<file path="config.mk">
export PLATFORM = sky130hd
export DESIGN_NAME = edo_dram_ctrl
export DESIGN_NICKNAME = d
export VERILOG_FILES = /design/src/rtl/edo_pkg.sv /design/src/rtl/edo_row_tracker.sv /design/src/rtl/edo_ras_guard.sv /design/src/rtl/edo_seq.sv /design/src/rtl/edo_dram_ctrl.sv
export SDC_FILE = /design/constraint.sdc
export NUM_CORES = 1
export LEC_CHECK = 0
export BUFFER_PORTS_ARGS = -buffer_cell sky130_fd_sc_hd__buf_2
export CORE_MARGIN = 4
export CORE_UTILIZATION = 29
export DETAILED_ROUTE_END_ITERATION = 10
export PLACE_DENSITY = 0.59
export SYNTH_ARGS = -nofsm -noshare
export SYNTH_HDL_FRONTEND = slang
export SYNTH_SLANG_ARGS = --single-unit
</file>
<file path="constraint.sdc">
create_clock -name clk -period 4.15 [get_ports clk]
set_input_delay 0.6225 -clock clk [delete_from_list [all_inputs] [get_ports clk]]
set_output_delay 0.6225 -clock clk [all_outputs]
set_load 0.03 [all_outputs]
</file>
<file path="src/rtl/edo_pkg.sv">
package edo_pkg;

  typedef enum logic [3:0] {
    S_IDLE,   // row closed, strobes high
    S_ACT,    // row strobe low, row address held
    S_CSET,   // column address and write enable set up
    S_CLOW,   // column strobes low
    S_CHIGH,  // column precharge, write data held
    S_OPEN,   // row open, waiting for a request
    S_CLOSE,  // row open, waiting for minimum active time
    S_PRE,    // row precharge
    S_RGNT    // bus granted to refresh arbiter
  } seq_state_e;

  function automatic int max2(input int a, input int b);
    return (a > b) ? a : b;
  endfunction

endpackage

</file>
<file path="src/rtl/edo_row_tracker.sv">
module edo_row_tracker #(
  parameter int ROW_W = 10
) (
  input  logic             clk,
  input  logic             rst,
  input  logic             open_en,
  input  logic [ROW_W-1:0] open_row,
  input  logic             close_en,
  input  logic [ROW_W-1:0] query_row,
  output logic             hit
);

  logic [ROW_W-1:0] row_q;
  logic             valid_q;

  always_ff @(posedge clk) begin
    if (rst) begin
      row_q   <= '0;
      valid_q <= 1'b0;
    end else if (open_en) begin
      row_q   <= open_row;
      valid_q <= 1'b1;
    end else if (close_en) begin
      valid_q <= 1'b0;
    end
  end

  assign hit = valid_q && (row_q == query_row);

  AST_OPEN_CLOSE_EXCL: assert property (@(posedge clk) disable iff (rst)
    !(open_en && close_en));

endmodule

</file>
<file path="src/rtl/edo_ras_guard.sv">
module edo_ras_guard #(
  parameter int T_RAS     = 7,
  parameter int T_RAS_MAX = 12500,
  parameter int CLOSE_AT  = 12490,
  localparam int AW       = $clog2(T_RAS_MAX + 2)
) (
  input  logic clk,
  input  logic rst,
  input  logic ras_low,
  output logic age_ok,
  output logic expired
);

  logic [AW-1:0] age_q;

  always_ff @(posedge clk) begin
    if (rst)          age_q <= '0;
    else if (ras_low) age_q <= age_q + 1'b1;
    else              age_q <= '0;
  end

  assign age_ok  = age_q >= AW'(T_RAS - 1);
  assign expired = age_q >= AW'(CLOSE_AT);

  AST_RAS_MAX: assert property (@(posedge clk) disable iff (rst)
    ras_low |-> (age_q < AW'(T_RAS_MAX)));
  AST_RAS_MIN: assert property (@(posedge clk) disable iff (rst)
    $fell(ras_low) |-> ($past(age_q) >= AW'(T_RAS - 1)));

endmodule

</file>
<file path="src/rtl/edo_seq.sv">
module edo_seq import edo_pkg::*; #(
  parameter int ROW_W  = 10,
  parameter int COL_W  = 10,
  parameter int LANE_W = 8,
  parameter int T_RCD  = 2,
  parameter int RD_LOW = 2,
  parameter int WR_LOW = 1,
  parameter int CP_CYC = 1,
  parameter int RP_CYC = 4,
  localparam int ADDR_W = ROW_W + COL_W,
  localparam int BUS_W  = (ROW_W > COL_W) ? ROW_W : COL_W,
  localparam int DW     = 2 * LANE_W
) (
  input  logic              clk,
  input  logic              rst,
  input  logic              req_valid,
  output logic              req_ready,
  input  logic [ADDR_W-1:0] req_addr,
  input  logic [1:0]        req_be,
  input  logic              req_we,
  input  logic [DW-1:0]     req_wdata,
  input  logic              hit,
  input  logic              age_ok,
  input  logic              expired,
  input  logic              ref_req,
  output logic              ref_gnt,
  output logic [DW-1:0]     rdata,
  output logic              rdata_valid,
  output logic              ras_n,
  output logic              lcas_n,
  output logic              ucas_n,
  output logic              we_n,
  output logic              oe_n,
  output logic [BUS_W-1:0]  addr_o,
  input  logic [DW-1:0]     dq_in,
  output logic [DW-1:0]     dq_out,
  output logic              dq_oe,
  output logic              open_en,
  output logic [ROW_W-1:0]  open_row,
  output logic              close_en
);

  localparam int MAXD = max2(max2(T_RCD, RD_LOW), max2(max2(WR_LOW, CP_CYC), RP_CYC));
  localparam int CW   = $clog2(MAXD + 1);

  seq_state_e state_q, nstate;
  logic [CW-1:0]     cnt_q, cnt_d;
  logic [ADDR_W-1:0] r_addr, n_addr;
  logic [1:0]        r_be, n_be;
  logic              r_we, n_we;
  logic [DW-1:0]     r_wdata, n_wdata;
  logic              pend_q;
  logic              acc;
  logic              ras_lo_n, col_ph, wr_ph, rd_ph, capture;
  logic [DW-1:0]     lane_mask;

  assign req_ready = !ref_req && ((state_q == S_IDLE) || (state_q == S_OPEN && !expired));
  assign acc       = req_valid && req_ready;

  assign n_addr  = acc ? req_addr  : r_addr;
  assign n_be    = acc ? req_be    : r_be;
  assign n_we    = acc ? req_we    : r_we;
  assign n_wdata = acc ? req_wdata : r_wdata;

  always_comb begin
    nstate = state_q;
    cnt_d  = (cnt_q != '0) ? cnt_q - 1'b1 : '0;
    case (state_q)
      S_IDLE: begin
        if (ref_req) nstate = S_RGNT;
        else if (acc) begin
          nstate = S_ACT;
          cnt_d  = CW'(T_RCD - 1);
        end
      end
      S_ACT:   if (cnt_q == '0) nstate = S_CSET;
      S_CSET: begin
        nstate = S_CLOW;
        cnt_d  = r_we ? CW'(WR_LOW - 1) : CW'(RD_LOW - 1);
      end
      S_CLOW: begin
        if (cnt_q == '0) begin
          nstate = S_CHIGH;
          cnt_d  = CW'(CP_CYC - 1);
        end
      end
      S_CHIGH: if (cnt_q == '0) nstate = S_OPEN;
      S_OPEN: begin
        if (ref_req || expired) nstate = S_CLOSE;
        else if (acc)           nstate = hit ? S_CSET : S_CLOSE;
      end
      S_CLOSE: begin
        if (age_ok) begin
          nstate = S_PRE;
          cnt_d  = CW'(RP_CYC - 1);
        end
      end
      S_PRE: begin
        if (cnt_q == '0) begin
          if (pend_q) begin
            nstate = S_ACT;
            cnt_d  = CW'(T_RCD - 1);
          end else if (ref_req) nstate = S_RGNT;
          else                  nstate = S_IDLE;
        end
      end
      S_RGNT:  if (!ref_req) nstate = S_IDLE;
      default: nstate = S_IDLE;
    endcase
  end

  assign open_en  = (nstate == S_ACT) && (state_q != S_ACT);
  assign open_row = n_addr[ADDR_W-1:COL_W];
  assign close_en = (nstate == S_PRE) && (state_q != S_PRE);

  assign ras_lo_n = (nstate == S_ACT) || (nstate == S_CSET) || (nstate == S_CLOW) ||
                    (nstate == S_CHIGH) || (nstate == S_OPEN) || (nstate == S_CLOSE);
  assign col_ph   = (nstate == S_CSET) || (nstate == S_CLOW) || (nstate == S_CHIGH);
  assign wr_ph    = col_ph && n_we;
  assign rd_ph    = ((nstate == S_CSET) || (nstate == S_CLOW)) && !n_we;
  assign capture  = (state_q == S_CLOW) && (cnt_q == '0) && !r_we;
  assign lane_mask = {{LANE_W{r_be[1]}}, {LANE_W{r_be[0]}}};

  always_ff @(posedge clk) begin
    if (rst) begin
      state_q     <= S_IDLE;
      cnt_q       <= '0;
      r_addr      <= '0;
      r_be        <= '0;
      r_we        <= 1'b0;
      r_wdata     <= '0;
      pend_q      <= 1'b0;
      ras_n       <= 1'b1;
      lcas_n      <= 1'b1;
      ucas_n      <= 1'b1;
      we_n        <= 1'b1;
      oe_n        <= 1'b1;
      addr_o      <= '0;
      dq_out      <= '0;
      dq_oe       <= 1'b0;
      rdata       <= '0;
      rdata_valid <= 1'b0;
      ref_gnt     <= 1'b0;
    end else begin
      state_q <= nstate;
      cnt_q   <= cnt_d;
      if (acc) begin
        r_addr  <= req_addr;
        r_be    <= req_be;
        r_we    <= req_we;
        r_wdata <= req_wdata;
      end
      if (state_q == S_OPEN && acc && !hit) pend_q <= 1'b1;
      else if (nstate == S_ACT)             pend_q <= 1'b0;
      ras_n  <= !ras_lo_n;
      lcas_n <= !((nstate == S_CLOW) && n_be[0]);
      ucas_n <= !((nstate == S_CLOW) && n_be[1]);
      we_n   <= !wr_ph;
      oe_n   <= !rd_ph;
      dq_oe  <= wr_ph;
      if (nstate == S_CSET) dq_out <= n_wdata;
      if (nstate == S_ACT)       addr_o <= BUS_W'(n_addr[ADDR_W-1:COL_W]);
      else if (nstate == S_CSET) addr_o <= BUS_W'(n_addr[COL_W-1:0]);
      rdata_valid <= capture;
      if (capture) rdata <= dq_in & lane_mask;
      ref_gnt <= (nstate == S_RGNT);
    end
  end

  AST_CAS_UNDER_RAS: assert property (@(posedge clk) disable iff (rst)
    (!lcas_n || !ucas_n) |-> !ras_n);
  AST_EARLY_WE: assert property (@(posedge clk) disable iff (rst)
    (($fell(lcas_n) || $fell(ucas_n)) && !we_n) |-> ($past(!we_n) && $past(dq_oe)));
  AST_READ_OE: assert property (@(posedge clk) disable iff (rst)
    ((!lcas_n || !ucas_n) && we_n) |-> !oe_n);
  AST_RVALID_PULSE: assert property (@(posedge clk) disable iff (rst)
    rdata_valid |=> !rdata_valid);
  AST_GNT_QUIET: assert property (@(posedge clk) disable iff (rst)
    ref_gnt |-> (ras_n && lcas_n && ucas_n && !req_ready));

endmodule

</file>
<file path="src/rtl/edo_dram_ctrl.sv">
module edo_dram_ctrl import edo_pkg::*; #(
  parameter int ROW_W     = 10,
  parameter int COL_W     = 10,
  parameter int LANE_W    = 8,
  parameter int T_RP      = 4,
  parameter int T_RAS     = 7,
  parameter int T_RC      = 11,
  parameter int T_RCD     = 2,
  parameter int T_CAS     = 1,
  parameter int T_CP      = 1,
  parameter int T_PC      = 3,
  parameter int T_CAC     = 2,
  parameter int T_RAS_MAX = 12500,
  localparam int ADDR_W   = ROW_W + COL_W,
  localparam int BUS_W    = (ROW_W > COL_W) ? ROW_W : COL_W,
  localparam int DW       = 2 * LANE_W
) (
  input  logic              clk,
  input  logic              rst,
  input  logic              req_valid,
  output logic              req_ready,
  input  logic [ADDR_W-1:0] req_addr,
  input  logic [1:0]        req_be,
  input  logic              req_we,
  input  logic [DW-1:0]     req_wdata,
  output logic [DW-1:0]     rdata,
  output logic              rdata_valid,
  input  logic              ref_req,
  output logic              ref_gnt,
  output logic              dram_ras_n,
  output logic              dram_lcas_n,
  output logic              dram_ucas_n,
  output logic              dram_we_n,
  output logic              dram_oe_n,
  output logic [BUS_W-1:0]  dram_addr,
  input  logic [DW-1:0]     dram_dq_in,
  output logic [DW-1:0]     dram_dq_out,
  output logic              dram_dq_oe
);

  localparam int RD_LOW   = max2(T_CAS, T_CAC);
  localparam int WR_LOW   = T_CAS;
  localparam int CP_CYC   = max2(T_CP, T_PC - 1 - WR_LOW);
  localparam int RP_CYC   = max2(T_RP, T_RC - T_RAS);
  localparam int CLOSE_AT = T_RAS_MAX - (1 + RD_LOW + CP_CYC) - 4;

  logic             hit, age_ok, expired;
  logic             open_en, close_en;
  logic [ROW_W-1:0] open_row;

  edo_row_tracker #(.ROW_W(ROW_W)) u_rows (
    .clk       (clk),
    .rst       (rst),
    .open_en   (open_en),
    .open_row  (open_row),
    .close_en  (close_en),
    .query_row (req_addr[ADDR_W-1:COL_W]),
    .hit       (hit)
  );

  edo_ras_guard #(
    .T_RAS     (T_RAS),
    .T_RAS_MAX (T_RAS_MAX),
    .CLOSE_AT  (CLOSE_AT)
  ) u_guard (
    .clk     (clk),
    .rst     (rst),
    .ras_low (!dram_ras_n),
    .age_ok  (age_ok),
    .expired (expired)
  );

  edo_seq #(
    .ROW_W  (ROW_W),
    .COL_W  (COL_W),
    .LANE_W (LANE_W),
    .T_RCD  (T_RCD),
    .RD_LOW (RD_LOW),
    .WR_LOW (WR_LOW),
    .CP_CYC (CP_CYC),
    .RP_CYC (RP_CYC)
  ) u_seq (
    .clk         (clk),
    .rst         (rst),
    .req_valid   (req_valid),
    .req_ready   (req_ready),
    .req_addr    (req_addr),
    .req_be      (req_be),
    .req_we      (req_we),
    .req_wdata   (req_wdata),
    .hit         (hit),
    .age_ok      (age_ok),
    .expired     (expired),
    .ref_req     (ref_req),
    .ref_gnt     (ref_gnt),
    .rdata       (rdata),
    .rdata_valid (rdata_valid),
    .ras_n       (dram_ras_n),
    .lcas_n      (dram_lcas_n),
    .ucas_n      (dram_ucas_n),
    .we_n        (dram_we_n),
    .oe_n        (dram_oe_n),
    .addr_o      (dram_addr),
    .dq_in       (dram_dq_in),
    .dq_out      (dram_dq_out),
    .dq_oe       (dram_dq_oe),
    .open_en     (open_en),
    .open_row    (open_row),
    .close_en    (close_en)
  );

endmodule

</file>
; Word level (Yosys, flattened, before mapping)
; Cells that the tools add are included.
[totals]
regBits = 122
out_inout_bits = 51
[op_classes]
n_addsub = 2
magnitude_cmp = 2
n_eq_ne = 19
mux = 33
bitwise = 1
n_reduce_logical = 40
[op_table]
columns = op, count
row1 = $mux W4, 12
row2 = $pmux W4 S9, 1
row3 = $eq A4 B3 Y1 const B, 8
row4 = $mux W3, 8
row5 = $mux W10, 2
row6 = $mux W20, 1
row7 = $and A16 B16 Y16, 1
row8 = $eq A4 B2 Y1 const B, 4
row9 = $mux W16, 1
row10 = $pmux W3 S5, 1
row11 = $add A14 B1 Y14 const B, 1
row12 = $ge A14 B14 Y1 const B, 1
row13 = $ge A14 B3 Y1 const B, 1
row14 = $logic_and A1 B1 Y1, 14
row15 = $eq A10 B10 Y1, 1
row16 = $logic_not A1 Y1, 10
row17 = $logic_or A1 B1 Y1, 9
row18 = $eq A4 B1 Y1 const B, 2
row19 = $eq A4 B4 Y1 const B, 2
row20 = $mux W1, 6
row21 = $reduce_bool A2 Y1, 3
row22 = $logic_not A4 Y1, 1
row23 = $ne A4 B1 Y1 const B, 1
row24 = $ne A4 B3 Y1 const B, 1
row25 = 5 further kinds, 5

; Longest topological paths before layout
[depth]
depth_word = 16
mapped_depth = 9

; Cells and area by module
; A second synthesis with hierarchy kept.
[hier_totals]
cells_unflattened = 512
hier_area_um2 = 5092.4
[modules_own_cells]
columns = module, instances, cells_per_inst, area_per_inst_um2
row1 = edo_seq, 1, 382, 3910.0
row2 = edo_ras_guard, 1, 79, 678.2
row3 = edo_row_tracker, 1, 50, 500.5
row4 = edo_dram_ctrl, 1, 1, 3.8

; Worst setup path before layout
; Ideal clock, no wire load.
[synth_path]
path_type = input -> register
from = in req_addr[16]
to = reg u_seq.addr_o[3]
setup_time_ns = 0.070
t_arrival_ns = 2.038
path_slack_ns = 2.042
path_stages = 7
n_path_buf = 1
path_cell_list = xnor2_1 -> nand4_1 -> a2111oi_4 -> o211ai_1 -> buf_2 -> o32a_1 -> a21oi_1
[synth_between]
elab_chain_len = 8
word_cells_on_any_way = 10
cone_classes = 3 x eq/ne / 5 x mux / 2 x reduce/logical
[synth_rtl]
columns = item, line_no
row1 = "start, declared", edo_dram_ctrl.sv:22  ; input logic [ADDR_W-1:0] req_addr,
row2 = $eq A10 B10 Y1 *, edo_row_tracker.sv:28  ; assign hit = valid_q && (row_q == query_row);
row3 = $logic_and A1 B1 Y1 *, edo_row_tracker.sv:28
row4 = $mux W3 *, edo_seq.sv:90  ; else if (acc) nstate = hit ? S_CSET : S_CLOSE;
row5 = $mux W4 *, edo_seq.sv:90
row6 = $mux W4 *, edo_seq.sv:89  ; if (ref_req || expired) nstate = S_CLOSE;
row7 = $pmux W4 S9 *, edo_seq.sv:68  ; case (state_q)
row8 = $eq A4 B1 Y1 or $eq A4 B2 Y1 (tied branches), "edo_seq.sv:162, edo_seq.sv:163"
row9 = $mux W10 or $reduce_bool A2 Y1 (tied branches), -
row10 = "end signal, assigned", edo_seq.sv:162  ; if (nstate == S_ACT) addr_o <= BUS_W'(n_addr[ADDR_W-1:COL_W]);
row11 = "end signal, assigned", edo_seq.sv:163  ; else if (nstate == S_CSET) addr_o <= BUS_W'(n_addr[COL_W-1:0]);
row12 = "end, declared", edo_seq.sv:34  ; output logic [BUS_W-1:0] addr_o,
; Mark *: on every way between the ends. The rest lies on a longest branch, timed or not.
; A chain may end at the register's enable or synchronous reset.

; Worst setup path after layout
[layout_path]
from = reg u_seq.state_q[2]
to = reg u_seq.dq_out[10]
[layout_between]
elab_chain_len = 9
word_cells_on_any_way = 26
cone_classes = 9 x eq/ne / 12 x mux / 5 x reduce/logical
[layout_rtl]
columns = item, line_no
row1 = "start, declared", edo_seq.sv:46  ; seq_state_e state_q, nstate;
row2 = "start signal, assigned", edo_seq.sv:145  ; state_q <= nstate;
row3 = $eq A4 B3 Y1, "edo_seq.sv:57, edo_seq.sv:68"
row4 = $logic_and A1 B1 Y1, edo_seq.sv:57  ; assign req_ready = !ref_req && ((state_q == S_IDLE) || (state_q == S_OPEN && !expired));
row5 = $logic_or A1 B1 Y1, edo_seq.sv:57
row6 = $logic_and A1 B1 Y1, edo_seq.sv:57
row7 = $logic_and A1 B1 Y1, edo_seq.sv:58  ; assign acc = req_valid && req_ready;
row8 = "$mux W4, on equally long branches", "edo_seq.sv:90, edo_seq.sv:71"
row9 = "$mux W4, on equally long branches", "edo_seq.sv:89, edo_seq.sv:70"
row10 = $pmux W4 S9, edo_seq.sv:68
row11 = $eq A4 B2 Y1, edo_seq.sv:161  ; if (nstate == S_CSET) dq_out <= n_wdata;
row12 = "end signal, assigned", edo_seq.sv:161
row13 = "end, declared", edo_seq.sv:36  ; output logic [DW-1:0] dq_out,
; Parallel ways exist; a longest one is shown, timed or not.

==> results.cfg <==
[grt]
grt_pass1_wl_um = 20700
grt_start_max_net_pins = 47
antenna_found_initial = 0
grt_pass1_vias = 3959
grt_util_all_layers_pct = 12.9
overflow = 0

[sta]
final-hold-violation-count = 0
max_freq_mhz = 333
slew_headroom_pct = 32.6
rsz0062_at_grt = false
period_minus_slack_ns = 3.01
post-route-period-util_pct = 72.5
fin_worst_skew_ns = 0.00658
slew_viol_final = 0
whs_ns = 0.419
worst_slack_ns = 1.14
worst_pin_slew_ns = 1.01
finalSetupViolCount = 0
fin_setup_tns_ns = 0

[logic_synthesis]
syn_avg_cell_area_sq_um = 9.74
synth_cell_type_count = 55
synth_edf_count = 0
ys_seq_elements = 122
yosysTopAreaCell = dfxtp_1
yosysWarnings = 0
synth_area_leaders = dfxtp_1 48%, mux2i_1 7.5%, nor2_1 4.9%
syn_area_sq_um = 5090
seq_area_frac_synth_pct = 47.9
synth-async-reset-ratio_pct = 0
syn_inst = 523
synth_top_cell_area_share_pct = 47.9
syn_nets = 584
yosys_most_used_dff = dfxtp_1

[clock_network]
ctsResizeCount = 0
numClockSinks = 122
clk_latency_ns = 0.41
worst_setup_hold_path_clk_slew_ns = 0.06
ctsHoldBuffers = 0
numCtsBuffers = 17
cts_tree = built
postCtsSetupRepairBufs = 0
htreeDepth = 4
clockBufferDepth = 2
root_buffer = clkbuf_16

[setup_path]
cp_num_cells = 8
path_cells = buf_4 > nor2_1 > nand2_1 > a2111oi_4 > o211a_1 > buf_4 > a21oi_1 > a311oi_1
slowest_delay_ns = 0.68
reg2regPathDepth = 8
r2r_slack_ns = 1.14
crit_top_cell = buf_4
critical_path_arrival_ns = 3.32
r2r_start = u_seq.state_q[2]
worstSetupEndpointType = flop
r2r_end = u_seq.dq_out[10]
crit_slowest_cell = o211a_1
startpoint_type = flop
worstPathMaxFanout = 25
crit_type = reg -> reg
crit_required_ns = 4.46
worst-path-buf-inv = 2
worstSetupEndpoint = u_seq.dq_out[10]
cp_top_family = compound AO/OA/AOI/OAI gates
critPathLaunch = u_seq.state_q[2]

[pwr]
leakagePower_nw = 2.53
ir_drop_mv = 0.308
power_density_nw_per_um2 = 643

[floorplan]
rows = 48
initial_core_util_pct = 29.6
io_pins = 110
die_w_um = 141
die_h_um = 141
fp.dieArea_sq_um = 19700
core-area_sq_um = 17200

[drt]
wirelength_um = 12500
wl_per_cell_um = 14.6
firstDrtPassIters = 4
drtIter0Drc = 170
vias = 4198
drc = 0
via_per_inst = 4.89
ant_nets = 0

[placement]
hpwl_um = 8950
io_buffer_count = 109
gp_routability_congestion = 0.822
place_ws_ns = 1.17
place_inst = 827

[cells_and_area]
fin_util_pct = 37.7
n_antenna_cell = 0
drive_above_1_share_pct = 28.1
nets = 682
layout.cells.non_filler = 859
fillers = 1735
mostFrequentLayoutCells = 122 x dfxtp_1, 109 x buf_2, 67 x nor2_1
layout_commonest_cell = dfxtp_1
syn_to_final_growth_pct = 27.5

[worst_hold_path]
min_path_type = in -> reg

[run_status]
outcome = completed

[job]
maxCapViolCount = 0
[state kept, by name, indices dropped and copies added, names as in the netlist, 2 cells and up]
register       flops
u_seq.r_addr      20
u_seq.addr_o      10
u_seq.r_wdata     16
u_seq.state_q      4
u_seq.rdata       16
u_guard.age_q     14
u_rows.row_q      10
u_seq.r_be         2
u_seq.cnt_q        3
u_seq.dq_out      16
[synth_stat cells, types with 4 or more instances]
master	n
nor3_1	12
nand4_1	8
buf_2	10
o32a_1	9
nor2_1	67
a21oi_1	34
or3_1	8
a311oi_1	16
mux2_2	10
nand2_1	26
mux2i_1	38
o21ai_0	10
o211ai_1	13
dfxtp_1	122
a31oi_1	4
clkbuf_1	20
nand3_1	7
xnor2_1	12
inv_1	6
nor2b_1	15
a22o_1	17
xor2_1	7
nor4_1	4
[per-layer routing]
layer,vias to the layer above,GRT usage [%],routed length [um]
met5,-,0,0
met4,0,4.08,176
met3,19,3.65,582
met2,84,19.9,5800
met1,1992,17.5,5980
li1,2103,-,-
[stage by stage]
step	power, mW	instance area (sq um)
4_1_cts	4.23	6490
5_1_grt	4.39	6490
2_1_floorplan	2.25	5090
3_5_place_dp	2.52	5810
6_report	4.18	6490
3_3_place_gp	2.51	5810
[cell type report]
type	count	area, sq um	share of cell area (%)
multi-input cells	357	2460	37.9
flip-flops and latches	122	2440	37.6
repair buffers	117	606	9.33
clock buffers	18	439	6.76
well taps	225	282	4.34
clock inverters	14	243	3.74
inverters	6	22.5	0.347
[how the worst min path moves through the flow]
| stage | slack [ns] | startpoint | to | cells after the start |
|---|---|---|---|---|
| 3_5_place_dp | 0.46 | u_guard.age_q[0] | u_guard.age_q[0] | 1 |
| 5_1_grt | 0.41 | dram_dq_in[10] | u_seq.rdata[10] | 2 |
| 4_1_cts | 0.39 | dram_dq_in[3] | u_seq.rdata[3] | 2 |
| 3_3_place_gp | 0.45 | u_guard.age_q[0] | u_guard.age_q[0] | 1 |
| 2_1_floorplan | 0.43 | u_guard.age_q[0] | u_guard.age_q[0] | 1 |
| 6_report | 0.42 | dram_dq_in[6] | u_seq.rdata[6] | 2 |
[where the power goes]
part	switching [mW]	leakage, nW	internal [mW]
Clock	0.542	0.323	1.15
Sequential	0.106	0.990	1.32
Combinational	0.689	1.22	0.375
[cell families after synthesis]
| logic type | share of synthesized area (%) |
|---|---|
| XOR/XNOR | 3.27 |
| multiplexers | 9.68 |
| flip-flops | 47.9 |
| buffers and inverters | 4.15 |
| adder cells (fa/ha/maj) | 0.491 |
| AO/OA/AOI/OAI | 18.0 |
| AND/OR/NAND/NOR | 16.5 |
(Power assumes the default switching activity.)
